$ cat src/rtl/bridge_guard_pkg.sv
package bridge_guard_pkg;

  typedef enum logic [1:0] {
    ST_ACTIVE  = 2'd0,
    ST_STANDBY = 2'd1,
    ST_WAKING  = 2'd2
  } guardState_t;

  typedef struct packed {
    logic idleInc;
    logic idleClr;
    logic wakeLoad;
    logic wakeDec;
    logic ocClear;
    logic ocArm;
  } guardStrobes_t;

endpackage

$ cat src/rtl/bridge_guard_ctrl.sv
module bridge_guard_ctrl
  import bridge_guard_pkg::*;
(
  input  logic          clk,
  input  logic          rstN,
  input  logic          anyHigh,
  input  logic          idleLast,
  input  logic          wakeZero,
  output guardStrobes_t strobes,
  output logic          running,
  output logic          inStandby
);

  guardState_t state, stateNext;

  always_comb begin
    stateNext = state;
    strobes   = '0;
    unique case (state)
      ST_ACTIVE: begin
        strobes.ocArm = 1'b1;
        if (anyHigh) begin
          strobes.idleClr = 1'b1;
        end else if (idleLast) begin
          strobes.idleClr = 1'b1;
          stateNext       = ST_STANDBY;
        end else begin
          strobes.idleInc = 1'b1;
        end
      end
      ST_STANDBY: begin
        if (anyHigh) begin
          strobes.wakeLoad = 1'b1;
          strobes.ocClear  = 1'b1;
          stateNext        = ST_WAKING;
        end
      end
      ST_WAKING: begin
        strobes.idleClr = 1'b1;
        if (wakeZero) stateNext = ST_ACTIVE;
        else          strobes.wakeDec = 1'b1;
      end
      default: stateNext = ST_ACTIVE;
    endcase
  end

  always_ff @(posedge clk or negedge rstN) begin
    if (!rstN) state <= ST_ACTIVE;
    else       state <= stateNext;
  end

  assign running   = (state == ST_ACTIVE);
  assign inStandby = (state == ST_STANDBY);

  // standby can never go straight to active without a wake window
  assert_no_skip_wake_R4: assert property (@(posedge clk) disable iff (!rstN)
    (state == ST_STANDBY) |=> (state != ST_ACTIVE));

  // standby is entered only from active
  assert_standby_from_active_R2: assert property (@(posedge clk) disable iff (!rstN)
    (state == ST_WAKING) |=> (state != ST_STANDBY));

endmodule

$ cat src/rtl/bridge_guard_datapath.sv
module bridge_guard_datapath
  import bridge_guard_pkg::*;
#(
  parameter int NUM_CH      = 2,
  parameter int IDLE_CYCLES = 250000,
  parameter int WAKE_CYCLES = 50000
) (
  input  logic              clk,
  input  logic              rstN,
  input  guardStrobes_t     strobes,
  input  logic [NUM_CH-1:0] ocFlag,
  input  logic              hotFlag,
  input  logic              coolFlag,
  input  logic              supplyOk,
  output logic              idleLast,
  output logic              wakeZero,
  output logic [NUM_CH-1:0] ocLatch,
  output logic              thermalOff,
  output logic              uvloOff
);

  localparam int IDLE_W = $clog2(IDLE_CYCLES + 1);
  localparam int WAKE_W = $clog2(WAKE_CYCLES + 1);

  logic [IDLE_W-1:0] idleCnt;
  logic [WAKE_W-1:0] wakeCnt;

  always_ff @(posedge clk or negedge rstN) begin
    if (!rstN)                idleCnt <= '0;
    else if (strobes.idleClr) idleCnt <= '0;
    else if (strobes.idleInc) idleCnt <= idleCnt + 1'b1;
  end

  assign idleLast = (idleCnt == IDLE_W'(IDLE_CYCLES - 1));

  always_ff @(posedge clk or negedge rstN) begin
    if (!rstN)                 wakeCnt <= '0;
    else if (strobes.wakeLoad) wakeCnt <= WAKE_W'(WAKE_CYCLES - 1);
    else if (strobes.wakeDec)  wakeCnt <= wakeCnt - 1'b1;
  end

  assign wakeZero = (wakeCnt == '0);

  for (genvar c = 0; c < NUM_CH; c++) begin : g_ocLatch
    always_ff @(posedge clk or negedge rstN) begin
      if (!rstN)                             ocLatch[c] <= 1'b0;
      else if (strobes.ocClear)              ocLatch[c] <= 1'b0;
      else if (strobes.ocArm && ocFlag[c])   ocLatch[c] <= 1'b1;
    end

    // a set latch survives unless a standby exit clears it
    assert_oc_hold_R6: assert property (@(posedge clk) disable iff (!rstN)
      (ocLatch[c] && !strobes.ocClear) |=> ocLatch[c]);
  end

  always_ff @(posedge clk or negedge rstN) begin
    if (!rstN)         thermalOff <= 1'b0;
    else if (hotFlag)  thermalOff <= 1'b1;
    else if (coolFlag) thermalOff <= 1'b0;
  end

  always_ff @(posedge clk or negedge rstN) begin
    if (!rstN) uvloOff <= 1'b0;
    else       uvloOff <= !supplyOk;
  end

  // idle count never passes its limit
  assert_idle_bound_R3: assert property (@(posedge clk) disable iff (!rstN)
    idleCnt <= IDLE_W'(IDLE_CYCLES - 1));

  // hot flag always wins
  assert_hot_sets_R7: assert property (@(posedge clk) disable iff (!rstN)
    hotFlag |=> thermalOff);

endmodule

$ cat src/rtl/bridge_guard.sv
module bridge_guard
  import bridge_guard_pkg::*;
#(
  parameter int NUM_CH      = 2,
  parameter int IDLE_CYCLES = 250000,
  parameter int WAKE_CYCLES = 50000
) (
  input  logic                clk,
  input  logic                rstN,
  input  logic [2*NUM_CH-1:0] cmdIn,
  input  logic [NUM_CH-1:0]   ocFlag,
  input  logic                hotFlag,
  input  logic                coolFlag,
  input  logic                supplyOk,
  output logic [2*NUM_CH-1:0] gatedCmd,
  output logic [NUM_CH-1:0]   chanOff,
  output logic                standby,
  output logic [NUM_CH+2:0]   status
);

  guardStrobes_t     strobes;
  logic              idleLast, wakeZero, running, inStandby;
  logic              thermalOff, uvloOff;
  logic [NUM_CH-1:0] ocLatch;
  logic              anyHigh;

  assign anyHigh = |cmdIn;

  bridge_guard_ctrl u_ctrl (
    .clk       (clk),
    .rstN      (rstN),
    .anyHigh   (anyHigh),
    .idleLast  (idleLast),
    .wakeZero  (wakeZero),
    .strobes   (strobes),
    .running   (running),
    .inStandby (inStandby)
  );

  bridge_guard_datapath #(
    .NUM_CH      (NUM_CH),
    .IDLE_CYCLES (IDLE_CYCLES),
    .WAKE_CYCLES (WAKE_CYCLES)
  ) u_datapath (
    .clk        (clk),
    .rstN       (rstN),
    .strobes    (strobes),
    .ocFlag     (ocFlag),
    .hotFlag    (hotFlag),
    .coolFlag   (coolFlag),
    .supplyOk   (supplyOk),
    .idleLast   (idleLast),
    .wakeZero   (wakeZero),
    .ocLatch    (ocLatch),
    .thermalOff (thermalOff),
    .uvloOff    (uvloOff)
  );

  for (genvar c = 0; c < NUM_CH; c++) begin : g_chan
    assign chanOff[c]          = ocLatch[c] | thermalOff | uvloOff | !running;
    assign gatedCmd[2*c +: 2]  = chanOff[c] ? 2'b00 : cmdIn[2*c +: 2];
  end

  assign standby = inStandby;
  assign status  = {inStandby, uvloOff, thermalOff, ocLatch};

  // both bridges are off throughout standby
  assert_standby_off_R2: assert property (@(posedge clk) disable iff (!rstN)
    standby |-> (&chanOff));

  // standby is entered only after idle inputs
  assert_entry_idle_R2: assert property (@(posedge clk) disable iff (!rstN)
    $rose(standby) |-> ($past(cmdIn) == '0));

  // a low supply flag switches both bridges off on the next cycle
  assert_uvlo_off_R8: assert property (@(posedge clk) disable iff (!rstN)
    !supplyOk |=> (&chanOff));

endmodule

$ cat config.mk
export PLATFORM = sky130hd
export DESIGN_NAME = bridge_guard
export DESIGN_NICKNAME = d
export VERILOG_FILES = /design/src/rtl/bridge_guard_pkg.sv /design/src/rtl/bridge_guard_ctrl.sv /design/src/rtl/bridge_guard_datapath.sv /design/src/rtl/bridge_guard.sv
export SDC_FILE = /design/constraint.sdc
export NUM_CORES = 1
export LEC_CHECK = 0
export ABC_CLOCK_PERIOD_IN_PS = 2200
export BUFFER_PORTS_ARGS = -buffer_cell sky130_fd_sc_hd__buf_2
export CORE_ASPECT_RATIO = 0.8
export CORE_MARGIN = 8
export CORE_UTILIZATION = 45
export DETAILED_ROUTE_END_ITERATION = 6
export PLACE_DENSITY = 0.71
export SLEW_MARGIN = 20
export SYNTH_ARGS = -nofsm -noshare
export SYNTH_HDL_FRONTEND = slang
export SYNTH_SLANG_ARGS = --single-unit
$ cat constraint.sdc
create_clock -name clk -period 2.2 [get_ports clk]
set_input_delay 0.22 -clock clk [delete_from_list [all_inputs] [get_ports clk]]
set_output_delay 0.22 -clock clk [all_outputs]
set_load 0.01 [all_outputs]
==> run summary <==
CTS Sinks - 40
worst skew pair latency - 0.29 ns
worst-case clock buffer depth - 2
initial core utilization - 0.456
Setup Total Neg Slack - 0 ns
initial detailed-routing violation count - 116
Slew Limit Fails - 0
syn nets - 253
CP Cell Sequence - buf_4 -> or4_1 -> nor2_1 -> and2_1 -> buf_2
first-pass GRT wire length - 8000 um
min-delay worst type - in2async
CTS Buf Count - 5
vias - 1868
Synth-to-Final Area Change - 14.3%
Max Cap Viol - 0
cells after synthesis - 239
vias in the first global route - 1719
Pwr per Cell Area - 654 nW/um2
Synth async-reset ratio - 1.00
Antenna diodes - 0
wirelength, routed - 4690 um
Final Critical Period - 2.09 ns
Avg Synthesized Cell Area - 9.27 um2
final period utilization - 0.949
core box area - 4860 um2
Worst EP required - 1.98 ns
DIE WIDTH - 94.5 um
Yosys warnings - 0
Top Family by Delay on Critical Path - simple AND/OR/NAND/NOR gates
largest net degree at the start of global routing - 41
clk root buf - clkbuf_8
Slowest cell on crit path - or4_1
Ports - 23
drt pass-1 iters - 4
Final Hold Vio Count - 0
Via density - 5.66
peak supply drop - 0.436 mV
full die area - 7440 um2
Worst Setup Start Kind - register
Worst slew margin - 0.401
Fin Clk Skew - 0.00732 ns
fmax - 0.479 GHz
Synth area leaders - dfrtp_1 (45%), o21ai_0 (4.1%), nand2_1 (3.2%)
grt ovf - 0
leading area contributor after synthesis - dfrtp_1
nets - 281
CP Buf/Inv Count - 2
crit path kind - reg2out
Die Y - 78.8 um
worst hold slack - 0.0397 ns
Netlist cell types - 47
CTS tree - done
antenna violations before repair - 0
CP arrival - 1.87 ns
final core occ - 0.521
H-tree depth - 2
worst-path maximum fanout - 11
GRT Util Overall - 0.133
wire per inst - 14.2 um
post-synth top area share - 0.452
Port Buf Inserts - 22
nature of the critical path endpoint - output port
status - complete, no violations
Reg clk slew, reported paths - 0.07 ns
register area share after synthesis - 0.452
Slew @ Worst Pin - 0.899 ns
gpl congestion - 0.831
Max stage delay on crit path - 0.56 ns
Synth Flop Type - dfrtp_1
layout cells sized above 1 - 0.190
Pleak - 0.00103 uW
row count - 23
number of flops mapped to enable cells by yosys - 0
endpoints failing setup - 0
RSZ-0062 raised after global routing - false
antenna-violating nets left - 0
DP HPWL - 3350 um
Seq cells post-synth - 40
drt drc - 0
Cell Area, Synth - 2220 um2
hold_buf cts - 0
-- metal layers --
layer  track usage  wire (um)
met5             0          0
met4        0.0420         55
met3        0.0452        362
met2         0.196       1930
met1         0.180       2340
-- state kept, by name, indices dropped and copies added (netlist names) --
register,count
u_datapath.uvloOff,1
u_datapath.wakeCnt,16
u_datapath.thermalOff,1
u_datapath.ocLatch,2
u_ctrl.state,2
u_datapath.idleCnt,18
-- worst reg2reg max path, stage by stage (launching register included) --
cell     delay, ns
dfrtp_1       0.41
or4_1         0.53
or3_4         0.37
or4_1         0.51
mux2i_1       0.14
-- where the power goes --
group          switching [uW]  internal (uW)  total [uW]
Sequential               79.1            805         884
Clock                     248            256         504
Combinational             139            129         269
Total                     466           1190        1660
-- path summary, 6_finish.rpt --
check	from	to	slack (ns)	cells after the start
worst max-delay path	u_ctrl.state[1]$_DFFE_PN0P_	gatedCmd[0]	0.11	5
worst min register to register	u_datapath.wakeCnt[5]$_DFFE_PN0P_	u_datapath.wakeCnt[5]$_DFFE_PN0P_	0.48	1
max in group asynchronous	rstN	u_datapath.idleCnt[15]$_DFFE_PN0P_	1.59	1
worst max register to register	u_datapath.wakeCnt[4]$_DFFE_PN0P_	u_datapath.wakeCnt[10]$_DFFE_PN0P_	0.13	4
worst min-delay path	rstN	u_datapath.wakeCnt[7]$_DFFE_PN0P_	0.04	1
min in group clk	supplyOk	u_datapath.uvloOff$_DFF_PN0_	0.06	2
-- per-stage QoR --
stage	instance area, um2	power, uW	std cells	setup WS [ns]
6_report	2530	1660	330	0.112
5_1_grt	2530	1760	330	0.00130
2_1_floorplan	2220	1060	239	0.120
3_3_place_gp	2440	1150	322	0.175
3_5_place_dp	2440	1160	322	0.137
4_1_cts	2530	1670	330	0.106
-- area by class of cell --
class / instances / area (um2)
Clock buffer: 8 / 90.1
Fill cell: 445 / 2330
Inverter: 10 / 37.5
Multi-Input combinational cell: 174 / 1110
Sequential cell: 40 / 1000
Tap cell: 62 / 77.6
Timing Repair Buffer: 36 / 215
-- synthesized netlist by cell type, drive strengths merged (7+ instances only) --
cell / instances
dfrtp: 40
o21ai: 21
nand2: 19
nand3: 13
a21oi: 12
clkbuf: 11
nor2: 11
inv: 9
or4: 8
or3: 7
-- cell families after synthesis --
family | synth area share
simple gates | 0.273
buf+inv | 0.0480
mux | 0.0271
fa+ha+maj | 0.0169
xor+xnor | 0.0237
flops | 0.452
compound gates | 0.160
-- layout by cell type, fill, tap and decap left out, types with 8 or more instances in the layout --
| cell | n |
|---|---|
| inv_1 | 9 |
| buf_2 | 22 |
| nand2_1 | 19 |
| o21ai_0 | 18 |
| or4_1 | 8 |
| buf_4 | 14 |
| nor2_1 | 10 |
| dfrtp_1 | 40 |
| nand3_1 | 13 |
| a21oi_1 | 12 |
-- what timing repair did --
action,4_1_cts,5_1_grt
gates resized for setup,0,1
buffers inserted,0,0
setup endpoints to repair,0,2
(Power assumes the default switching activity.)
